===== src/rtl/cp_seq_pkg.sv =====
package cp_seq_pkg;
  typedef enum logic [1:0] {
    SEL_LO   = 2'd0,
    SEL_HI   = 2'd1,
    SEL_BOTH = 2'd2
  } half_sel_e;
endpackage


===== src/rtl/cp_half_map.sv =====
module cp_half_map
  import cp_seq_pkg::*;
(
  input  logic      long_i,
  input  logic      beat_idx_i,
  input  logic      big_endian_i,
  input  logic      fmt_int_i,
  input  logic      store_i,
  output half_sel_e sel_o
);
  logic hi_first;

  always_comb begin
    // big endian: first beat -> upper half; little endian: first beat -> lower half
    hi_first = (beat_idx_i == 1'b0) ? big_endian_i : !big_endian_i;
    if (long_i)         sel_o = hi_first ? SEL_HI : SEL_LO;
    else if (!fmt_int_i) sel_o = SEL_HI;
    else if (store_i)   sel_o = SEL_LO;
    else                sel_o = SEL_BOTH;
  end
endmodule


===== src/rtl/cp_reg_file.sv =====
module cp_reg_file #(
  parameter int unsigned NREG   = 16,
  parameter int unsigned WORD_W = 32,
  localparam int unsigned IDX_W = $clog2(NREG)
) (
  input  logic              clk_i,
  input  logic              rst_ni,
  input  logic [IDX_W-1:0]  idx_i,
  input  logic              we_lo_i,
  input  logic              we_hi_i,
  input  logic [WORD_W-1:0] wlo_i,
  input  logic [WORD_W-1:0] whi_i,
  output logic [WORD_W-1:0] rlo_o,
  output logic [WORD_W-1:0] rhi_o
);
  logic [WORD_W-1:0] lo_q [NREG];
  logic [WORD_W-1:0] hi_q [NREG];

  for (genvar g = 0; g < NREG; g++) begin : g_reg
    always_ff @(posedge clk_i or negedge rst_ni) begin
      if (!rst_ni) begin
        lo_q[g] <= '0;
        hi_q[g] <= '0;
      end else if (idx_i == IDX_W'(g)) begin
        if (we_lo_i) lo_q[g] <= wlo_i;
        if (we_hi_i) hi_q[g] <= whi_i;
      end
    end
  end

  assign rlo_o = lo_q[idx_i];
  assign rhi_o = hi_q[idx_i];
endmodule


===== src/rtl/cp_beat_ctrl.sv =====
module cp_beat_ctrl (
  input  logic clk_i,
  input  logic rst_ni,
  input  logic setup_i,
  input  logic beat_i,
  input  logic long_i,
  output logic beat_idx_o,
  output logic inc_o,
  output logic done_o
);
  always_ff @(posedge clk_i or negedge rst_ni) begin
    if (!rst_ni) begin
      beat_idx_o <= 1'b0;
      inc_o      <= 1'b0;
      done_o     <= 1'b0;
    end else if (setup_i) begin
      beat_idx_o <= 1'b0;
      inc_o      <= 1'b0;
      done_o     <= 1'b1;
    end else if (beat_i) begin
      if (long_i && !beat_idx_o) begin
        beat_idx_o <= 1'b1;
        inc_o      <= 1'b1;
        done_o     <= 1'b0;
      end else begin
        beat_idx_o <= 1'b0;
        inc_o      <= 1'b0;
        done_o     <= 1'b1;
      end
    end else begin
      inc_o  <= 1'b0;
      done_o <= 1'b0;
    end
  end
endmodule


===== src/rtl/cp_beat_seq.sv =====
module cp_beat_seq
  import cp_seq_pkg::*;
#(
  parameter int unsigned NREG     = 16,
  parameter int unsigned WORD_W   = 32,
  parameter int unsigned INSTR_W  = 32,
  parameter int unsigned IDX_LSB  = 12,
  parameter int unsigned LONG_BIT = 22,
  localparam int unsigned IDX_W   = $clog2(NREG)
) (
  input  logic               clk_i,
  input  logic               rst_ni,
  input  logic               setup_i,
  input  logic               beat_i,
  input  logic               store_i,
  input  logic [INSTR_W-1:0] instr_i,
  input  logic               big_endian_i,
  input  logic               fmt_int_i,
  input  logic [WORD_W-1:0]  wdata_i,
  output logic [WORD_W-1:0]  rdata_o,
  output logic               inc_o,
  output logic               done_o
);
  logic [IDX_W-1:0]  idx;
  logic              is_long, beat_idx, do_load;
  half_sel_e         sel;
  logic              we_lo, we_hi;
  logic [WORD_W-1:0] whi, rlo, rhi;

  assign idx     = instr_i[IDX_LSB +: IDX_W];
  assign is_long = instr_i[LONG_BIT];

  cp_beat_ctrl u_ctrl (
    .clk_i      (clk_i),
    .rst_ni     (rst_ni),
    .setup_i    (setup_i),
    .beat_i     (beat_i),
    .long_i     (is_long),
    .beat_idx_o (beat_idx),
    .inc_o      (inc_o),
    .done_o     (done_o)
  );

  cp_half_map u_map (
    .long_i       (is_long),
    .beat_idx_i   (beat_idx),
    .big_endian_i (big_endian_i),
    .fmt_int_i    (fmt_int_i),
    .store_i      (store_i),
    .sel_o        (sel)
  );

  // setup has priority: a beat in the same cycle is dropped
  assign do_load = beat_i && !setup_i && !store_i;
  assign we_lo   = do_load && (sel == SEL_LO || sel == SEL_BOTH);
  assign we_hi   = do_load && (sel == SEL_HI || sel == SEL_BOTH);
  assign whi     = (sel == SEL_BOTH) ? {WORD_W{wdata_i[WORD_W-1]}} : wdata_i;

  cp_reg_file #(.NREG(NREG), .WORD_W(WORD_W)) u_rf (
    .clk_i   (clk_i),
    .rst_ni  (rst_ni),
    .idx_i   (idx),
    .we_lo_i (we_lo),
    .we_hi_i (we_hi),
    .wlo_i   (wdata_i),
    .whi_i   (whi),
    .rlo_o   (rlo),
    .rhi_o   (rhi)
  );

  assign rdata_o = (sel == SEL_HI) ? rhi : rlo;
endmodule


===== config.mk =====
export PLATFORM = sky130hd
export DESIGN_NAME = cp_beat_seq
export DESIGN_NICKNAME = d
export VERILOG_FILES = /design/src/rtl/cp_seq_pkg.sv /design/src/rtl/cp_half_map.sv /design/src/rtl/cp_reg_file.sv /design/src/rtl/cp_beat_ctrl.sv /design/src/rtl/cp_beat_seq.sv
export SDC_FILE = /design/constraint.sdc
export NUM_CORES = 2
export LEC_CHECK = 0
export BUFFER_PORTS_ARGS = -buffer_cell sky130_fd_sc_hd__buf_2
export CAP_MARGIN = 40
export CORE_UTILIZATION = 65
export DETAILED_ROUTE_END_ITERATION = 10
export PLACE_DENSITY = 0.85
export SYNTH_ARGS = -nofsm -noshare
export SYNTH_HDL_FRONTEND = slang
export SYNTH_SLANG_ARGS = --single-unit

===== constraint.sdc =====
create_clock -name clk_i -period 4 [get_ports clk_i]
set_input_delay 0.2 -clock clk_i [delete_from_list [all_inputs] [get_ports clk_i]]
set_output_delay 0.2 -clock clk_i [all_outputs]
set_load 0.05 [all_outputs]

==> Implementation_results.wiki <==
{| class="wikitable"
! Metric !! Value
|-
| Detail-routed via count per cell || 6.80
|-
| Setup crit end kind || primary output
|-
| Hold Vio Cnt, Final || 0
|-
| Vertical die dimension || between 200 and 300 um
|-
| Peak VDD IR || approximately 0.57 mV
|-
| Routed wirelength normalized by instance count || 26.4 um
|-
| Cell chosen for the clock root || sky130_fd_sc_hd__clkbuf_16
|-
| Commonest non-fill, non-tap cell in the layout || sky130_fd_sc_hd__dfrtp_1
|-
| Data required, critical path || 3.80 ns
|-
| CTS tree || done
|-
| Pwr/cell area || between 400 and 500 nW/um2
|-
| Most used flip-flop cell after synthesis || sky130_fd_sc_hd__dfrtp_1
|-
| Wire length of the first global-routing pass || roughly 190 mm
|-
| Internal cell power || 18.0 mW
|-
| Number of global-route vias before repair || about 33,000
|-
| Minimum period implied by the final worst setup slack || about 3.8 ns
|-
| Slack of the worst reg-to-reg path || ~0.85 ns
|-
| Growth of design area from synthesis to finish || 10.8%
|-
| Clk pwr share || 0.389
|-
| Achievable Freq || 263 MHz
|-
| Pre-antenna DRT Iters || 5
|-
| Worst setup path class || reg -> out
|-
| Nets in the synthesized netlist || 3,741
|-
| Worst path buffer plus inverter count || 3
|-
| Pin count of the biggest net entering global routing || between 100 and 150
|-
| Number of register bits inferred by synthesis || between 1,000 and 1,500
|-
| Initial antenna violation count || 6
|-
| Max Root-Sink Buffers || 3
|-
| Starting density of the core || 0.662
|-
| Status || complete, no violations
|-
| Transition time at the pin with the least slew margin || approximately 0.97 ns
|-
| Number of distinct library cells after synthesis || 45
|-
| Cell area after synthesis || roughly 46,000 um2
|-
| Endpoint of the worst-slack reg-to-reg timing path || u_rf.hi_q[63]
|-
| Width of the die || 268 um
|-
| Combinational cell fraction of total power || 0.120
|-
| CP top delay family || buffers and inverters
|-
| Final Cycle Share || 0.949
|-
| Critical path, cell by cell || xnor2_1 -> mux2_2 -> inv_2 -> ha_4 -> buf_4 -> nor3_1 -> a32oi_1 -> buf_2
|-
| I/O pin cnt || around 110
|-
| Leak || 24.1 nW
|-
| Sequential area share after synthesis || 0.561
|-
| Setup repair after global routing missed its margin || false
|-
| Max_cap viols || 0
|-
| Standard-cell row count || 96
|-
| Fraction of power spent switching nets || 0.258
|-
| Number of cells traversed by the worst register-to-register path || 9
|-
| Worst slew slack as a fraction of its limit || 0.356
|-
| Port bufs || between 70 and 80
|-
| Launch point of the critical path || u_ctrl.beat_idx_o
|-
| Detailed-route wire length || around 120 mm
|-
| Share of async-settable or async-resettable flops after synthesis || 1.00
|-
| Setup fix buffers added after clock tree synthesis || 0
|-
| Synthesis warning total || 0
|-
| GP Congestion || a little under 0.9
|-
| Layout cells sized above 1 || 0.287
|-
| Global-route usage over all layers || 0.353
|-
| Critical-path cell with the highest stage delay || sky130_fd_sc_hd__a32oi_1
|-
| Largest stage delay on the critical path || roughly 0.47 ns
|-
| Number of nets in the layout || ~3,700
|-
| Highest-count cells in the layout ignoring fill and taps || sky130_fd_sc_hd__dfrtp_1, sky130_fd_sc_hd__nand2_1, sky130_fd_sc_hd__o21ai_0, sky130_fd_sc_hd__mux2_2, sky130_fd_sc_hd__mux2i_1
|-
| Classification of the worst-slack hold path || in -> reg
|-
| Die ar. || just over 70,000 um2
|-
| Max-slew violation count || 0
|-
| First DRT Iteration DRCs || 3,339
|-
| Total negative slack || 0 ns
|-
| CP max FO || 23
|-
| Post-route insts no fill || roughly 4,700
|-
| Endpoint arrival time on the critical path || 3.60 ns
|-
| Sinks on Clock Net || roughly 1,000
|-
| Total Power Consumption || ~24 mW
|-
| Worst hold slack after final layout || between 0.03 and 0.04 ns
|-
| Post-DP HPWL || about 70 mm
|-
| Sequential group share of total power || 0.491
|-
| DRC errors left || 0
|-
| Count of flip-flops with a built-in enable after synthesis || 0
|-
| Final global-route overflow total || 0
|-
| Cell total after placement || 4,481
|-
| Setup violation total in the final timing report || 0
|-
| Routed vias || around 32,000
|-
| Source-to-sink clock delay at the later pin of the worst-skew pair || 0.67 ns
|-
| Post-Syn Instances || 3,668
|-
| Sw power || roughly 6.3 mW
|-
| Clock-pin slew of the registers on the worst-case setup and hold paths || 0.06 ns
|-
| Crit path launch type || flip-flop
|-
| Syn avg cell area || between 10 and 15 um2
|-
| Critical Path Stages || 8
|-
| Number of H-tree branching levels || 3
|-
| Setup clock skew after layout || about 0.025 ns
|-
| Number of clock buffers inserted by TritonCTS || 100
|-
| Capture point of the worst path || rdata_o[1]
|-
| DRT antenna net count || 0
|-
| Core Box Area || just under 70,000 um2
|-
| Worst r2r src || u_ctrl.beat_idx_o
|}
kinds of logic (layout without fill, tap and decap cells):
group / after synthesis / after routing / synth area share
AO/OA/AOI/OAI: 752 / 752 / 0.0930
XOR/XNOR: 1 / 1 / 0.000191
adder cells (fa/ha/maj): 2 / 2 / 0.000546
buffers and inverters: 341 / 406 / 0.0338
flip-flops: 1027 / 1027 / 0.561
multiplexers: 901 / 901 / 0.254
other: 0 / 3 / 0
AND/OR/NAND/NOR: 644 / 644 / 0.0572
flip-flops by register name, indices dropped and copies added, names as in the netlist:
| name | count |
|---|---|
| u_ctrl.inc_o | 1 |
| u_rf.lo_q | 512 |
| u_rf.hi_q | 512 |
| u_ctrl.beat_idx_o | 1 |
| u_ctrl.done_o | 1 |
synthesized netlist by cell type (16+ instances only):
cell type / count / area share
sky130_fd_sc_hd__dfrtp_1: 1027 / 0.56
sky130_fd_sc_hd__nand2_1: 527 / 0.043
sky130_fd_sc_hd__o21ai_0: 496 / 0.054
sky130_fd_sc_hd__mux2_2: 465 / 0.11
sky130_fd_sc_hd__mux2i_1: 232 / 0.051
sky130_fd_sc_hd__clkbuf_1: 219 / 0.018
sky130_fd_sc_hd__mux4_2: 140 / 0.069
sky130_fd_sc_hd__buf_2: 75 / 0.0082
sky130_fd_sc_hd__o22ai_1: 71 / 0.0097
sky130_fd_sc_hd__a21oi_1: 66 / 0.0072
sky130_fd_sc_hd__mux2_4: 60 / 0.020
sky130_fd_sc_hd__nand3_1: 44 / 0.0048
sky130_fd_sc_hd__a2bb2oi_1: 26 / 0.0050
sky130_fd_sc_hd__buf_4: 26 / 0.0043
sky130_fd_sc_hd__a22oi_1: 25 / 0.0041
sky130_fd_sc_hd__nor2_1: 20 / 0.0016
sky130_fd_sc_hd__nor3_1: 20 / 0.0022
sky130_fd_sc_hd__o221ai_1: 19 / 0.0036
sky130_fd_sc_hd__a2111oi_0: 16 / 0.0031
sky130_fd_sc_hd__a22o_1: 16 / 0.0031
power by group through the flow:
stage                     Clock (mW)  Combinational (mW)  Sequential [mW]
after floorplan                    0                1.94             11.9
final                           9.45                2.92             11.9
after CTS                       9.49                2.90             11.9
after global routing            9.89                3.14             12.0
after global placement             0                2.71             12.0
after detailed placement           0                2.84             12.1
timing repair:
action                                  in CTS  in global routing
endpoints found under the setup margin       0                  7
hold endpoints to repair                    87                  0
hold buffers                                 7                  0
resized for setup                            0                  1
cell type report:
type | instances | area [um2]
timing repair buffer | 227 | 1880
tap | 931 | 1160
clock inverter | 33 | 365
sequential | 1027 | 25700
multi-input combinational | 2300 | 18700
antenna | 3 | 7.51
inverter | 3 | 11.3
clock buffer | 143 | 2890
fill | 4210 | 18400
through the flow:
step,cell area [um2],utilization,setup WS [ns]
after global routing,50800,0.734,0.205
after global placement,47300,0.684,0.656
final,50800,0.734,0.202
after CTS,50700,0.733,0.0259
after detailed placement,47400,0.685,0.693
after floorplan,45800,-,1.30
worst min-delay path by stage:
stage,end,slack [ns],cells after the start,startpoint
floorplan,u_ctrl.beat_idx_o,-0.1,0,rst_ni
global placement,u_rf.hi_q[446],0.32,1,rst_ni
detailed placement,u_rf.hi_q[446],0.33,1,rst_ni
CTS,u_rf.lo_q[56],0.007,2,wdata_i[24]
global route,u_rf.lo_q[57],0.04,2,wdata_i[25]
finish,u_rf.lo_q[57],0.04,2,wdata_i[25]
routing by layer:
metal	GRT usage	part of all wire
met3	0.0665	0.089
met2	0.564	0.48
met1	0.465	0.38
met4	0.186	0.051
met5	0	0.00032
Note: power is estimated with default switching activity, not from simulation.
